[src/rtl/rx_irq_pkg.sv]
package rx_irq_pkg;

    typedef struct packed {
        logic eof;
        logic ferr;
        logic ovr;
        logic perr;
    } rxi_err_t;

    typedef enum logic [1:0] {
        MODE_OFF   = 2'b00,
        MODE_FIRST = 2'b01,
        MODE_ALL   = 2'b10,
        MODE_OFF_B = 2'b11
    } rxi_mode_e;

    typedef enum logic [1:0] {
        VEC_NONE = 2'b00,
        VEC_CHAR = 2'b01,
        VEC_SPEC = 2'b10
    } rxi_vec_e;

endpackage

[src/rtl/rx_char_queue.sv]
module rx_char_queue
    import rx_irq_pkg::*;
#(
    parameter int DATA_W = 8,
    parameter int DEPTH  = 8
) (
    input  logic                          clk,
    input  logic                          rst_n,
    input  logic                          push_i,
    input  logic [DATA_W-1:0]             push_data_i,
    input  rxi_err_t                      push_err_i,
    input  logic                          pop_i,
    output logic [DATA_W-1:0]             head_data_o,
    output rxi_err_t                      head_err_o,
    output logic [$clog2(DEPTH+1)-1:0]    count_o
);
    localparam int PTR_W = $clog2(DEPTH);
    localparam int CNT_W = $clog2(DEPTH+1);
    localparam logic [PTR_W-1:0] PTR_ONE = PTR_W'(1);
    localparam logic [CNT_W-1:0] CNT_FULL = CNT_W'(DEPTH);

    typedef struct packed {
        logic [DEPTH-1:0][DATA_W-1:0] data;
        rxi_err_t [DEPTH-1:0]         err;
        logic [PTR_W-1:0]             wr;
        logic [PTR_W-1:0]             rd;
        logic [CNT_W-1:0]             cnt;
    } q_state_t;

    q_state_t st_d, st_q;
    logic     full, do_pop, accept;

    always_comb begin
        st_d   = st_q;
        full   = (st_q.cnt == CNT_FULL);
        do_pop = pop_i && (st_q.cnt != '0);
        accept = push_i && (!full || do_pop);
        if (accept) begin
            st_d.data[st_q.wr]    = push_data_i;
            st_d.err[st_q.wr]     = push_err_i;
            st_d.err[st_q.wr].ovr = 1'b0;
            st_d.wr               = st_q.wr + PTR_ONE;
        end else if (push_i) begin
            st_d.err[st_q.wr - PTR_ONE].ovr = 1'b1;
        end
        if (do_pop) begin
            st_d.rd = st_q.rd + PTR_ONE;
        end
        case ({accept, do_pop})
            2'b10:   st_d.cnt = st_q.cnt + CNT_W'(1);
            2'b01:   st_d.cnt = st_q.cnt - CNT_W'(1);
            default: st_d.cnt = st_q.cnt;
        endcase
    end

    always_ff @(posedge clk) begin
        if (!rst_n) begin
            st_q <= '0;
        end else begin
            st_q <= st_d;
        end
    end

    assign head_data_o = st_q.data[st_q.rd];
    assign head_err_o  = st_q.err[st_q.rd];
    assign count_o     = st_q.cnt;

    // occupancy never exceeds the queue depth
    a_r3_no_overflow: assert property (@(posedge clk) disable iff (!rst_n)
        st_q.cnt <= CNT_FULL);

    // a refused push leaves the occupancy unchanged
    a_r3_full_push_keeps_count: assert property (@(posedge clk) disable iff (!rst_n)
        (push_i && st_q.cnt == CNT_FULL && !pop_i) |=> $stable(count_o));

    // a removal with no push lowers the occupancy by one
    a_r2_pop_lowers_count: assert property (@(posedge clk) disable iff (!rst_n)
        (pop_i && !push_i && st_q.cnt != '0) |=> (count_o == $past(count_o) - CNT_W'(1)));

endmodule

[src/rtl/rx_irq_logic.sv]
module rx_irq_logic
    import rx_irq_pkg::*;
#(
    parameter int CNT_W  = 4,
    parameter int THRESH = 4
) (
    input  logic             clk,
    input  logic             rst_n,
    input  logic [1:0]       mode_i,
    input  logic             thresh_en_i,
    input  logic             par_en_i,
    input  logic             rearm_i,
    input  logic             err_reset_i,
    input  logic             rd_i,
    input  logic             head_valid_i,
    input  rxi_err_t         head_err_i,
    input  logic [CNT_W-1:0] count_i,
    output logic             pop_o,
    output logic             irq_pend_o,
    output logic [1:0]       vec_stat_o
);
    localparam logic [CNT_W-1:0] THR_CNT = CNT_W'(THRESH);

    typedef struct packed {
        logic lock;
        logic armed;
    } ctl_state_t;

    ctl_state_t st_d, st_q;
    rxi_mode_e  mode_e;
    logic       in_first, in_all, head_spec, lock_now, char_pend, spec_pend;
    rxi_vec_e   vec;

    always_comb begin
        mode_e    = rxi_mode_e'(mode_i);
        in_first  = (mode_e == MODE_FIRST);
        in_all    = (mode_e == MODE_ALL);
        head_spec = head_valid_i && (head_err_i.ovr || head_err_i.ferr ||
                    head_err_i.eof || (head_err_i.perr && par_en_i));
        lock_now  = in_first && (st_q.lock || head_spec);
        pop_o     = head_valid_i && (lock_now ? err_reset_i : rd_i);

        if (in_first) begin
            char_pend = st_q.armed && head_valid_i;
            spec_pend = lock_now;
        end else if (in_all) begin
            char_pend = thresh_en_i ? (count_i >= THR_CNT) : head_valid_i;
            spec_pend = head_spec;
        end else begin
            char_pend = 1'b0;
            spec_pend = 1'b0;
        end

        if (spec_pend)      vec = VEC_SPEC;
        else if (char_pend) vec = VEC_CHAR;
        else                vec = VEC_NONE;

        st_d      = st_q;
        st_d.lock = lock_now && !err_reset_i;
        if (!in_first || rearm_i) begin
            st_d.armed = 1'b1;
        end else if (pop_o) begin
            st_d.armed = 1'b0;
        end
    end

    always_ff @(posedge clk) begin
        if (!rst_n) begin
            st_q <= '{lock: 1'b0, armed: 1'b1};
        end else begin
            st_q <= st_d;
        end
    end

    assign irq_pend_o = spec_pend || char_pend;
    assign vec_stat_o = vec;

    // no pending interrupt while the mode is off
    a_r4_off_quiet: assert property (@(posedge clk) disable iff (!rst_n)
        (mode_i == MODE_OFF || mode_i == MODE_OFF_B) |-> !irq_pend_o);

    // the code is always one of the three defined values
    a_r12_vec_legal: assert property (@(posedge clk) disable iff (!rst_n)
        vec_stat_o != 2'b11);

    // a locked exit entry keeps its flags into the next cycle
    a_r7_lock_holds_head: assert property (@(posedge clk) disable iff (!rst_n)
        (st_q.lock && in_first && !err_reset_i) |=> ($stable(head_err_i) && head_valid_i));

    // a removal in first-character mode disarms the character interrupt
    a_r6_no_char_after_pop: assert property (@(posedge clk) disable iff (!rst_n)
        (in_first && pop_o && !rearm_i) |=> (mode_i != MODE_FIRST || vec_stat_o != VEC_CHAR));

endmodule

[src/rtl/rx_irq_ctrl.sv]
module rx_irq_ctrl
    import rx_irq_pkg::*;
#(
    parameter int DATA_W = 8,
    parameter int DEPTH  = 8,
    parameter int THRESH = 4
) (
    input  logic              clk,
    input  logic              rst_n,
    input  logic              push_i,
    input  logic [DATA_W-1:0] push_data_i,
    input  logic              push_perr_i,
    input  logic              push_ferr_i,
    input  logic              push_eof_i,
    input  logic              rd_i,
    input  logic [1:0]        mode_i,
    input  logic              thresh_en_i,
    input  logic              par_en_i,
    input  logic              rearm_i,
    input  logic              err_reset_i,
    output logic              head_valid_o,
    output logic [DATA_W-1:0] head_data_o,
    output logic [3:0]        head_err_o,
    output logic              irq_pend_o,
    output logic [1:0]        vec_stat_o
);
    localparam int CNT_W = $clog2(DEPTH+1);

    rxi_err_t         push_err, head_err;
    logic             pop;
    logic [CNT_W-1:0] count;

    assign push_err = '{eof: push_eof_i, ferr: push_ferr_i, ovr: 1'b0, perr: push_perr_i};

    rx_char_queue #(.DATA_W(DATA_W), .DEPTH(DEPTH)) u_queue (
        .clk         (clk),
        .rst_n       (rst_n),
        .push_i      (push_i),
        .push_data_i (push_data_i),
        .push_err_i  (push_err),
        .pop_i       (pop),
        .head_data_o (head_data_o),
        .head_err_o  (head_err),
        .count_o     (count)
    );

    rx_irq_logic #(.CNT_W(CNT_W), .THRESH(THRESH)) u_irq (
        .clk          (clk),
        .rst_n        (rst_n),
        .mode_i       (mode_i),
        .thresh_en_i  (thresh_en_i),
        .par_en_i     (par_en_i),
        .rearm_i      (rearm_i),
        .err_reset_i  (err_reset_i),
        .rd_i         (rd_i),
        .head_valid_i (head_valid_o),
        .head_err_i   (head_err),
        .count_i      (count),
        .pop_o        (pop),
        .irq_pend_o   (irq_pend_o),
        .vec_stat_o   (vec_stat_o)
    );

    assign head_valid_o = (count != '0);
    assign head_err_o   = head_err;

    // error reset while the exit is occupied and special in first mode removes it
    a_r8_reset_removes: assert property (@(posedge clk) disable iff (!rst_n)
        (err_reset_i && mode_i == MODE_FIRST && vec_stat_o == VEC_SPEC && !push_i)
        |=> (count == $past(count) - CNT_W'(1)));

endmodule

[config.mk]
export PLATFORM = sky130hd
export DESIGN_NAME = rx_irq_ctrl
export DESIGN_NICKNAME = d
export VERILOG_FILES = /design/src/rtl/rx_irq_pkg.sv /design/src/rtl/rx_char_queue.sv /design/src/rtl/rx_irq_logic.sv /design/src/rtl/rx_irq_ctrl.sv
export SDC_FILE = /design/constraint.sdc
export NUM_CORES = 1
export LEC_CHECK = 0
export BUFFER_PORTS_ARGS = -buffer_cell sky130_fd_sc_hd__buf_2
export CORE_ASPECT_RATIO = 0.9
export CORE_MARGIN = 8
export CORE_UTILIZATION = 55
export DETAILED_ROUTE_END_ITERATION = 8
export PLACE_DENSITY = 0.77
export REMOVE_ABC_BUFFERS = 1
export SYNTH_ARGS = -nofsm -noshare
export SYNTH_HDL_FRONTEND = slang
export SYNTH_SLANG_ARGS = --single-unit
[constraint.sdc]
create_clock -name clk -period 5.1 [get_ports clk]
set_clock_uncertainty 0.15 [all_clocks]
set_input_delay 1.02 -clock clk [delete_from_list [all_inputs] [get_ports clk]]
set_output_delay 1.02 -clock clk [all_outputs]
set_load 0.02 [all_outputs]
==> metrics.txt <==
# TYPE chip_impl_metric gauge
chip_impl_metric{name="p_total",unit="W"} 0.001942
chip_impl_info{name="cts_root_buffer",value="clkbuf_8"} 1
chip_impl_metric{name="timing.reg2reg.worst_path_depth",unit=""} 13
chip_impl_metric{name="dp_hpwl",unit="um"} 7550
chip_impl_metric{name="detail_route.vias_per_cell",unit=""} 5.642
chip_impl_metric{name="grt_util_all_layers",unit="%"} 19.11
chip_impl_metric{name="worstPathArrival",unit="ns"} 4.59
chip_impl_metric{name="asyncSetResetFlopFracSynth",unit="%"} 0
chip_impl_metric{name="worst_slew_margin_rel",unit="%"} 41.98
chip_impl_metric{name="postRouteAntennaNets",unit=""} 0
chip_impl_metric{name="period_minus_slack",unit="ns"} 4.432
chip_impl_metric{name="first_global_vias",unit=""} 3765
chip_impl_info{name="outcome",value="finished, final reports clean"} 1
chip_impl_metric{name="row_count",unit=""} 33
chip_impl_metric{name="antennaDiodeCount",unit=""} 0
chip_impl_info{name="layout_common_cells",value="nand2_1, dfxtp_1, mux2i_1"} 1
chip_impl_metric{name="final_period_utilization",unit="%"} 86.90
chip_impl_info{name="worstPathCellList",value="mux4_2 > mux2_2 > or2_1 > or2_1 > o311a_4 > nand2b_1 > ha_1 > ha_1 > a21o_1 > a21oi_1 > xnor2_1 > or3_1 > a21boi_0"} 1
chip_impl_metric{name="clock.fmax",unit="MHz"} 225.6
chip_impl_metric{name="htreeDepth",unit=""} 3
chip_impl_metric{name="first_pass_grt_wire_length",unit="um"} 18640
chip_impl_metric{name="ys_types",unit=""} 44
chip_impl_metric{name="vias",unit=""} 3577
chip_impl_info{name="tritoncts",value="built"} 1
chip_impl_info{name="hold_path.class",value="flop to flop"} 1
chip_impl_info{name="critPathKind",value="flop to flop"} 1
chip_impl_metric{name="syn_avg_cell_area",unit="um2"} 10.43
chip_impl_metric{name="starting_density_of_the_core",unit="%"} 56.07
chip_impl_info{name="worst_path_max_delay_cell",value="dfxtp_1"} 1
chip_impl_metric{name="wirelength",unit="um"} 11220
chip_impl_metric{name="worstPathRequired",unit="ns"} 5.25
chip_impl_metric{name="tightest_slew",unit="ns"} 0.8703
chip_impl_metric{name="drive_gt1_share",unit="%"} 20.70
chip_impl_metric{name="report.final.slew_viol_count",unit=""} 0
chip_impl_metric{name="top_level_ports",unit=""} 37
chip_impl_metric{name="route.detailed.wl_per_inst",unit="um"} 17.70
chip_impl_metric{name="post_layout_nonfiller_instances",unit=""} 634
chip_impl_info{name="ys_dominant_reg_cell",value="dfxtp_1"} 1
chip_impl_metric{name="clock_tree.buffer_depth",unit=""} 2
chip_impl_metric{name="buffer_ports.inserted",unit=""} 36
chip_impl_info{name="timing.critical_path.max_delay_family",value="simple AND/OR/NAND/NOR gates"} 1
chip_impl_info{name="most_common_library_cell_in_the_layout_ignoring_fill_and_taps",value="nand2_1"} 1
chip_impl_metric{name="ff_latch_count_synth",unit=""} 108
chip_impl_metric{name="postLayoutCellArea",unit="um2"} 5466
chip_impl_metric{name="post_cts.repair.setup_buffers",unit=""} 0
chip_impl_metric{name="cts.reportedPaths.clkPinSlew",unit="ns"} 0.10
chip_impl_metric{name="final_nets",unit=""} 536
chip_impl_metric{name="cts_repair_resize_count",unit=""} 0
chip_impl_metric{name="worst-path-stages",unit=""} 13
chip_impl_metric{name="leak_pwr",unit="nW"} 2.262
chip_impl_metric{name="timing.max_cap.violations",unit=""} 0
chip_impl_metric{name="route.detailed.drc",unit=""} 0
chip_impl_metric{name="global_route.overflow_total",unit=""} 0
chip_impl_metric{name="power_density_cells",unit="nW/um2"} 355.3
chip_impl_metric{name="grt_max_degree",unit=""} 83
chip_impl_metric{name="dieArea",unit="um2"} 12500
chip_impl_metric{name="seq_area_frac_synth",unit="%"} 42.84
chip_impl_metric{name="timing.critical_path.fanout_max",unit=""} 17
chip_impl_metric{name="cts_inserted_buffers",unit=""} 9
chip_impl_metric{name="core_region_area",unit="um2"} 9001
chip_impl_metric{name="drt_first_iter_violations",unit=""} 166
chip_impl_metric{name="tns",unit="ns"} 0
chip_impl_info{name="timing.critical_path.from_type",value="flop"} 1
chip_impl_metric{name="hold-worst-slack",unit="ns"} 0.3094
chip_impl_metric{name="fp.dieW",unit="um"} 117.0
chip_impl_metric{name="synth_enable_flop_cells",unit=""} 0
chip_impl_metric{name="die_h",unit="um"} 106.9
chip_impl_metric{name="first_pass_iters",unit=""} 4
chip_impl_metric{name="min_delay_path_depth",unit=""} 2
chip_impl_metric{name="timing.critical_path.slowest_cell_delay",unit="ns"} 0.74
chip_impl_info{name="crit_path_end_kind",value="flop"} 1
chip_impl_metric{name="dpl.cell_count",unit=""} 619
chip_impl_metric{name="yosys_warnings",unit=""} 0
chip_impl_metric{name="cts_sinks",unit=""} 108
chip_impl_metric{name="hold_violations",unit=""} 0
chip_impl_metric{name="synth_cells",unit=""} 484
chip_impl_metric{name="worst_skew_pair.late_latency",unit="ns"} 0.37
chip_impl_metric{name="synth_area",unit="um2"} 5047
chip_impl_metric{name="cts_hold_buf",unit=""} 0
chip_impl_metric{name="vdd_drop_max",unit="mV"} 0.2117
chip_impl_info{name="grt_setup_unrepaired",value="false"} 1
chip_impl_metric{name="critical_path_buf_inv_count",unit=""} 0
chip_impl_metric{name="timing.final.setup_violations",unit=""} 0
chip_impl_metric{name="routabilityCongestion",unit=""} 0.8362
chip_impl_metric{name="area_delta_synth_final",unit="%"} 8.304
chip_impl_metric{name="post_place_cell_area",unit="um2"} 5294
chip_impl_metric{name="grt_antenna_before_repair",unit=""} 0
==> tightest hold or removal path, delay by kind of cell, from the launching register on <==
family             cells  cell delay [ns]
AOI/OAI and AO/OA      1             0.05
DFF                    1             0.32
and+or+nand+nor        1             0.05
==> synthesized netlist by cell type (4+ instances only) <==
cell type / instances / area share, %
ha_1: 6 / 1.5
o32ai_1: 5 / 0.87
o21ai_0: 5 / 0.50
buf_6: 5 / 1.1
mux2_2: 12 / 2.7
nor3_1: 4 / 0.40
nand2b_1: 7 / 0.87
mux2i_1: 91 / 18
nand2_1: 127 / 9.4
and2_1: 4 / 0.50
dfxtp_1: 108 / 43
nor2_1: 4 / 0.30
mux4_2: 24 / 11
buf_4: 5 / 0.74
clkbuf_1: 21 / 1.6
inv_1: 7 / 0.52
==> power by group <==
group / total (W) / switching, W / internal [W]
clock: 0.000480 / 0.000290 / 0.000190
combinational: 0.000538 / 0.000307 / 0.000231
sequential: 0.000924 / 0.0000399 / 0.000884
==> sequential cells by signal, indices dropped and copies added, names as in the netlist <==
signal / cells
u_irq.st_q: 2
u_queue.count_o: 4
u_queue.st_q: 102
==> through the flow <==
stage | setup WS, ns | utilization (%)
5_1_grt | 0.4116 | 60.73
3_5_place_dp | 0.6691 | 58.81
6_report | 0.6682 | 60.73
2_1_floorplan | 0.5490 | -
4_1_cts | 0.6508 | 60.73
3_3_place_gp | 0.7849 | 58.81
==> per-layer routing <==
| metal | track usage (%) | vias to the layer above | share of wire (%) |
|---|---|---|---|
| met5 | 0 | - | 0 |
| met4 | 4.932 | 0 | 1.2 |
| met3 | 5.787 | 14 | 5.6 |
| met2 | 31.41 | 85 | 48 |
| met1 | 23.89 | 1741 | 45 |
| li1 | - | 1737 | - |
==> worst paths after layout <==
check                                     start                              end  slack, ns
hold / removal    u_queue.st_q[31]$_SDFFE_PN0P_    u_queue.st_q[31]$_SDFFE_PN0P_       0.31
setup / recovery   u_queue.st_q[5]$_SDFFE_PN0P_  u_queue.count_o[3]$_SDFFE_PN0P_       0.67
setup reg to reg   u_queue.st_q[5]$_SDFFE_PN0P_  u_queue.count_o[3]$_SDFFE_PN0P_       0.67
hold reg to reg   u_queue.st_q[31]$_SDFFE_PN0P_    u_queue.st_q[31]$_SDFFE_PN0P_       0.31
==> final cells by class <==
class / count / area [um2]
Multi-Input combinational cell: 335 / 2688
Clock buffer: 10 / 137.6
Fill cell: 791 / 3535
Inverter: 7 / 26.28
Timing Repair Buffer: 47 / 265.3
Tap cell: 122 / 152.6
Sequential cell: 108 / 2162
Clock inverter: 5 / 35.03
==> logic make-up after synthesis <==
logic type / after synthesis / synth area share, %
adder cells (fa/ha/maj): 7 / 1.884
AO/OA/AOI/OAI: 28 / 4.189
multiplexers: 127 / 31.43
flip-flops: 108 / 42.84
XOR/XNOR: 6 / 1.041
AND/OR/NAND/NOR: 167 / 14.40
buffers and inverters: 41 / 4.214
Note: power is estimated with default switching activity, not from simulation.
